## src/rtl/sqb_pkg.sv

```systemverilog
package sqb_pkg;
   typedef enum logic [1:0] {
      SQB_IDLE = 2'd0,
      SQB_STEP = 2'd1,
      SQB_DONE = 2'd2
   } sqb_state_e;
endpackage

```

## src/rtl/sqb_step_counter.sv

```systemverilog
// Counts accepted step flags for one division and flags the final one.
module sqb_step_counter #(
   parameter int WORD_W = 8,
   localparam int CNT_W = $clog2(WORD_W)
) (
   input  logic clk,
   input  logic rst,
   input  logic start,
   input  logic advance,
   output logic last
);
   localparam logic [CNT_W-1:0] LAST_IDX = CNT_W'(WORD_W - 1);

   logic [CNT_W-1:0] cnt_q;

   always_ff @(posedge clk) begin
      if (rst || start)
         cnt_q <= '0;
      else if (advance)
         cnt_q <= cnt_q + 1'b1;
   end

   assign last = (cnt_q == LAST_IDX);
endmodule

```

## src/rtl/sqb_mag_shift.sv

```systemverilog
// Unsigned magnitude register; flags enter at the bottom, MSB first.
module sqb_mag_shift #(
   parameter int WORD_W = 8
) (
   input  logic              clk,
   input  logic              rst,
   input  logic              start,
   input  logic              advance,
   input  logic              bit_in,
   output logic [WORD_W-1:0] mag_q,
   output logic [WORD_W-1:0] mag_next
);
   assign mag_next = {mag_q[WORD_W-2:0], bit_in};

   always_ff @(posedge clk) begin
      if (rst || start)
         mag_q <= '0;
      else if (advance)
         mag_q <= mag_next;
   end
endmodule

```

## src/rtl/sqb_sign_out.sv

```systemverilog
// Sign correction; REG_OUT selects a registered or a combinational result.
module sqb_sign_out #(
   parameter int WORD_W  = 8,
   parameter bit REG_OUT = 1'b1
) (
   input  logic              clk,
   input  logic              rst,
   input  logic              capture,
   input  logic              negate,
   input  logic [WORD_W-1:0] mag_in,
   output logic [WORD_W-1:0] q
);
   logic [WORD_W-1:0] fixed;

   assign fixed = negate ? (~mag_in + 1'b1) : mag_in;

   generate
      if (REG_OUT) begin : g_reg
         logic [WORD_W-1:0] q_r;
         always_ff @(posedge clk) begin
            if (rst)
               q_r <= '0;
            else if (capture)
               q_r <= fixed;
         end
         assign q = q_r;
      end else begin : g_comb
         assign q = fixed;
      end
   endgenerate
endmodule

```

## src/rtl/signed_quotient_builder.sv

```systemverilog
module signed_quotient_builder #(
   parameter int WORD_W  = 8,
   parameter bit REG_OUT = 1'b1
) (
   input  logic              clk,
   input  logic              rst,
   input  logic              in_valid,
   output logic              in_ready,
   input  logic              dvd_sign,
   input  logic              dvs_sign,
   input  logic              step_valid,
   output logic              step_ready,
   input  logic              step_ok,
   output logic              out_valid,
   input  logic              out_ready,
   output logic [WORD_W-1:0] quotient
);
   import sqb_pkg::*;

   generate
      if (WORD_W < 2) begin : g_bad_width
         $error("signed_quotient_builder: WORD_W must be at least 2");
      end
   endgenerate

   sqb_state_e        st_q, st_d;
   logic              neg_q;
   logic              in_hs, step_hs, out_hs;
   logic              last_step;
   logic              finish;
   logic [WORD_W-1:0] mag_q, mag_next, mag_sel;

   assign in_ready   = (st_q == SQB_IDLE) || ((st_q == SQB_DONE) && out_ready);
   assign step_ready = (st_q == SQB_STEP);
   assign out_valid  = (st_q == SQB_DONE);

   assign in_hs   = in_valid && in_ready;
   assign step_hs = step_valid && step_ready;
   assign out_hs  = out_valid && out_ready;
   assign finish  = step_hs && last_step;

   always_comb begin
      st_d = st_q;
      unique case (st_q)
         SQB_IDLE: if (in_hs)  st_d = SQB_STEP;
         SQB_STEP: if (finish) st_d = SQB_DONE;
         SQB_DONE: if (out_hs) st_d = in_hs ? SQB_STEP : SQB_IDLE;
         default:              st_d = SQB_IDLE;
      endcase
   end

   always_ff @(posedge clk) begin
      if (rst) begin
         st_q  <= SQB_IDLE;
         neg_q <= 1'b0;
      end else begin
         st_q <= st_d;
         if (in_hs)
            neg_q <= dvd_sign ^ dvs_sign;
      end
   end

   sqb_step_counter #(.WORD_W(WORD_W)) u_cnt (
      .clk     (clk),
      .rst     (rst),
      .start   (in_hs),
      .advance (step_hs),
      .last    (last_step)
   );

   sqb_mag_shift #(.WORD_W(WORD_W)) u_mag (
      .clk      (clk),
      .rst      (rst),
      .start    (in_hs),
      .advance  (step_hs),
      .bit_in   (step_ok),
      .mag_q    (mag_q),
      .mag_next (mag_next)
   );

   assign mag_sel = REG_OUT ? mag_next : mag_q;

   sqb_sign_out #(.WORD_W(WORD_W), .REG_OUT(REG_OUT)) u_sign (
      .clk     (clk),
      .rst     (rst),
      .capture (finish),
      .negate  (neg_q),
      .mag_in  (mag_sel),
      .q       (quotient)
   );
endmodule

```

## config.mk

```make
export PLATFORM = sky130hd
export DESIGN_NAME = signed_quotient_builder
export DESIGN_NICKNAME = d
export VERILOG_FILES = /design/src/rtl/sqb_pkg.sv /design/src/rtl/sqb_step_counter.sv /design/src/rtl/sqb_mag_shift.sv /design/src/rtl/sqb_sign_out.sv /design/src/rtl/signed_quotient_builder.sv
export SDC_FILE = /design/constraint.sdc
export NUM_CORES = 1
export LEC_CHECK = 0
export BUFFER_PORTS_ARGS = -buffer_cell sky130_fd_sc_hd__buf_4
export CAP_MARGIN = 10
export CORE_MARGIN = 2
export CORE_UTILIZATION = 52
export CTS_CLUSTER_DIAMETER = 120
export DETAILED_ROUTE_END_ITERATION = 10
export GPL_TIMING_DRIVEN = 0
export PLACE_DENSITY = 0.86
export RECOVER_POWER = 50
export SLEW_MARGIN = 25
export SYNTH_ARGS = -nofsm -noshare
export SYNTH_HDL_FRONTEND = slang
export SYNTH_SLANG_ARGS = --single-unit
```

## constraint.sdc

```tcl
create_clock -name clk -period 1.8 [get_ports clk]
set_input_delay 0.18 -clock clk [delete_from_list [all_inputs] [get_ports clk]]
set_output_delay 0.18 -clock clk [all_outputs]
set_load 0.005 [all_outputs]
```

==> flow_metrics.py <==
metrics = {
    "global_route": {
        "overflow": 0,
        "met3_usage": 0.0235,
        "use_met1": 0.208,
        "track_usage": 0.192,
        "grt_pass1_vias": 716,
        "grt.busiest_layer": "met2",
        "grt_max_degree": 12,
        "grt_first_pass_wirelength_um": 2880,
        "use_met2": 0.356,
        "antenna_found_initial": 0,
    },
    "critical_path": {
        "cpLargestDelayFamily": "simple AND/OR/NAND/NOR gates",
        "worstPathRequired_ns": 2.02,
        "end_kind": "flop",
        "reg2reg_from": "u_mag.mag_q[0]",
        "r2r-end": "u_sign.q[6]",
        "rrSetupSlack_ns": 0.15,
        "crit_buf_inv": 1,
        "cp_max_fo": 6,
        "crit_path_max_incr_delay_ns": 0.46,
        "critPathLaunchType": "flop",
        "path_cells": "inv_1 -> ha_1 -> or3b_2 -> o31ai_2 -> xor2_1 -> a211oi_1",
        "r2r_cells": 6,
        "slowest_stage": "or3b_2",
        "worstPathArrival_ns": 1.87,
        "timing_worst_setup_path_type": "flop to flop",
    },
    "power": {
        "seqPwrFrac": 0.606,
        "leakagePower_nw": 0.451,
        "p_comb_frac": 0.107,
        "irDropWorstVdd_mv": 0.489,
        "pwr_density_cell_mw_per_mm2": 683,
        "clockPowerShare": 0.287,
        "p_sw_mw": 0.188,
        "p_sw_frac": 0.241,
        "p_int_mw": 0.593,
    },
    "floorplan": {
        "dieArea_mm2": 0.00217,
        "coreArea_mm2": 0.00171,
        "fp.dieH_um": 46.6,
        "ios": 19,
        "placement_rows": 15,
        "die_x_um": 46.6,
        "initial_core_util": 0.552,
    },
    "worst_hold_path": {
        "min_from": "rst",
        "min_to": "u_sign.q[1]",
        "hold_path_class": "input pin to flop",
        "hold_depth": 2,
    },
    "drt": {
        "ant_nets": 0,
        "wirelength_um": 1730,
        "drtIter0Drc": 9,
        "wl_per_cell_um": 11.1,
        "vias_per_cell": 5.06,
        "num_vias": 789,
        "post-route-drc-count": 0,
        "first_pass_iters": 4,
    },
    "clock_network": {
        "cts_made_buffers": 3,
        "cts_tree": "built",
        "cts_setup_buffers": 0,
        "cts-hold-fix-buffers": 0,
        "cts.path.max_buffers": 2,
        "htree_num_levels": 1,
        "worstSkewPairLatency_ns": 0.30,
        "cts_sinks": 21,
        "root_buffer": "clkbuf_4",
        "path_clk_slew_ns": 0.11,
    },
    "sta": {
        "min_period_ns": 1.65,
        "fmaxAchievable_mhz": 607,
        "rsz0062_at_grt": "false",
        "period_share": 0.916,
        "tns_ns": 0,
        "hold_violations": 0,
        "finalClockSkew_ns": 0.00391,
        "finalWorstSetupSlack_ns": 0.151,
        "maxSlewHeadroom": 0.726,
        "holdWs_ns": 0.0289,
        "setup_viol": 0,
        "tightest_slew_ns": 0.411,
        "slew_violations": 0,
    },
    "status": {
        "outcome": "complete, no violations",
    },
    "synth": {
        "syn_inst": 109,
        "synth_seq_area_share": 0.446,
        "yosys_warnings": 0,
        "synth_top_area_frac": 0.446,
        "syn-mean-instance-area_um2": 8.66,
        "synth-seq-cells": 21,
        "yosysTopAreaCell": "dfxtp_1",
        "syn_area_um2": 943,
        "synth_area_leaders": "dfxtp_1 (45%), xor2_1 (6.5%), a21oi_1 (6.4%), a211oi_1 (5.6%), nand3_1 (4.8%)",
        "synth_nets": 120,
        "yosysUniqueCellTypes": 23,
    },
    "cells_and_area": {
        "area_growth_pct": 21.2,
        "diodes": 0,
        "fin_nets": 143,
        "drive_gt1_frac": 0.214,
    },
    "placement": {
        "gp_congestion": 0.740,
        "dp_slack_ns": 0.0745,
        "dpl.hpwl_um": 1310,
        "portBuffers": 18,
    },
    "job": {
        "drv_cap": 0,
    },
}
[synth_stat cells, drive strengths merged]
cell type and instances:
a211o 1, or4 1, a21oi 12, mux2i 3, ha 3, xnor2 1, nand3 9, a211oi 7
o31ai 2, buf 2, inv 4, or3b 1, o21ai 1, dfxtp 21, and3 1, xor2 7
nand2 11, nand2b 2, o41ai 1, nor2b 3, nor2 11, clkbuf 5
[cells by family after synthesis]
| kind of cell | count (synthesis) | synth area share |
|---|---|---|
| adders and majority gates | 3 | 0.0398 |
| and+or+nand+nor | 39 | 0.192 |
| xor gates and xnor gates | 8 | 0.0743 |
| muxes | 3 | 0.0318 |
| DFF | 21 | 0.446 |
| AOI/OAI and AO/OA | 24 | 0.167 |
| buffers and inverters | 11 | 0.0491 |
[stage by stage]
| step | instance area [µm²] | power (mW) | utilization | instances |
|---|---|---|---|---|
| global route | 1140 | 0.816 | 0.670 | 156 |
| global placement | 1110 | 0.564 | 0.650 | 152 |
| detailed placement | 1110 | 0.566 | 0.650 | 152 |
| finish | 1140 | 0.782 | 0.670 | 156 |
| floorplan | 943 | 0.536 | - | 109 |
| CTS | 1140 | 0.786 | 0.665 | 156 |
[flip-flops by register name, indices dropped and copies added, names as in the netlist]
name	flops
u_sign.q	8
st_q	2
u_mag.mag_q	7
u_cnt.cnt_q	3
neg_q	1
[cells in the final DEF, fill, tap and decap left out, drive strengths merged]
master	n
a211o	1
a211oi	7
a21oi	12
and3	1
buf	10
clkbuf	19
dfxtp	21
ha	3
inv	4
mux2i	3
nand2	11
nand2b	2
nand3	9
nor2	11
nor2b	3
o21ai	1
o31ai	2
o41ai	1
or3b	1
or4	1
xnor2	1
xor2	7
[metal layers]
metal  part of all wire  vias up  wire length [µm]
met2               0.51       16               874
li1                   -      423                 -
met5                  0        -                 0
met4              0.021        0                36
met1               0.44      345               760
met3              0.033        5                57
[worst max path at each step]
stage                         startpoint          end  slack (ns)  cells after the start
after global routing      u_mag.mag_q[0]  u_sign.q[6]       0.006                      6
after floorplan           u_mag.mag_q[0]  u_sign.q[6]        0.22                      6
after detailed placement  u_mag.mag_q[0]  u_sign.q[6]        0.07                      6
after CTS                 u_mag.mag_q[0]  u_sign.q[6]        0.03                      6
final                     u_mag.mag_q[0]  u_sign.q[6]        0.15                      6
after global placement    u_mag.mag_q[0]  u_sign.q[6]        0.15                      6
[repair_timing]
item / in CTS / in global routing
hold endpoints to repair: 0 / 0
setup endpoints to repair: 0 / 2
gates resized for setup: 0 / 4
[final cells by class]
| class | count | area [µm²] |
|---|---|---|
| fill | 143 | 564 |
| buffer | 7 | 32.5 |
| tap | 25 | 31.3 |
| multi-input combinational | 77 | 482 |
| clock buffer | 4 | 26.3 |
| inverter | 4 | 15.0 |
| timing repair buffer | 18 | 135 |
| sequential | 21 | 422 |
[power groups by stage]
stage,clock network [mW],registers (mW),logic (mW)
after CTS,0.229,0.474,0.0831
after floorplan,0,0.483,0.0529
after global routing,0.247,0.475,0.0942
final,0.225,0.474,0.0834
after detailed placement,0,0.484,0.0824
after global placement,0,0.484,0.0803
Note: power is estimated with default switching activity, not from simulation.
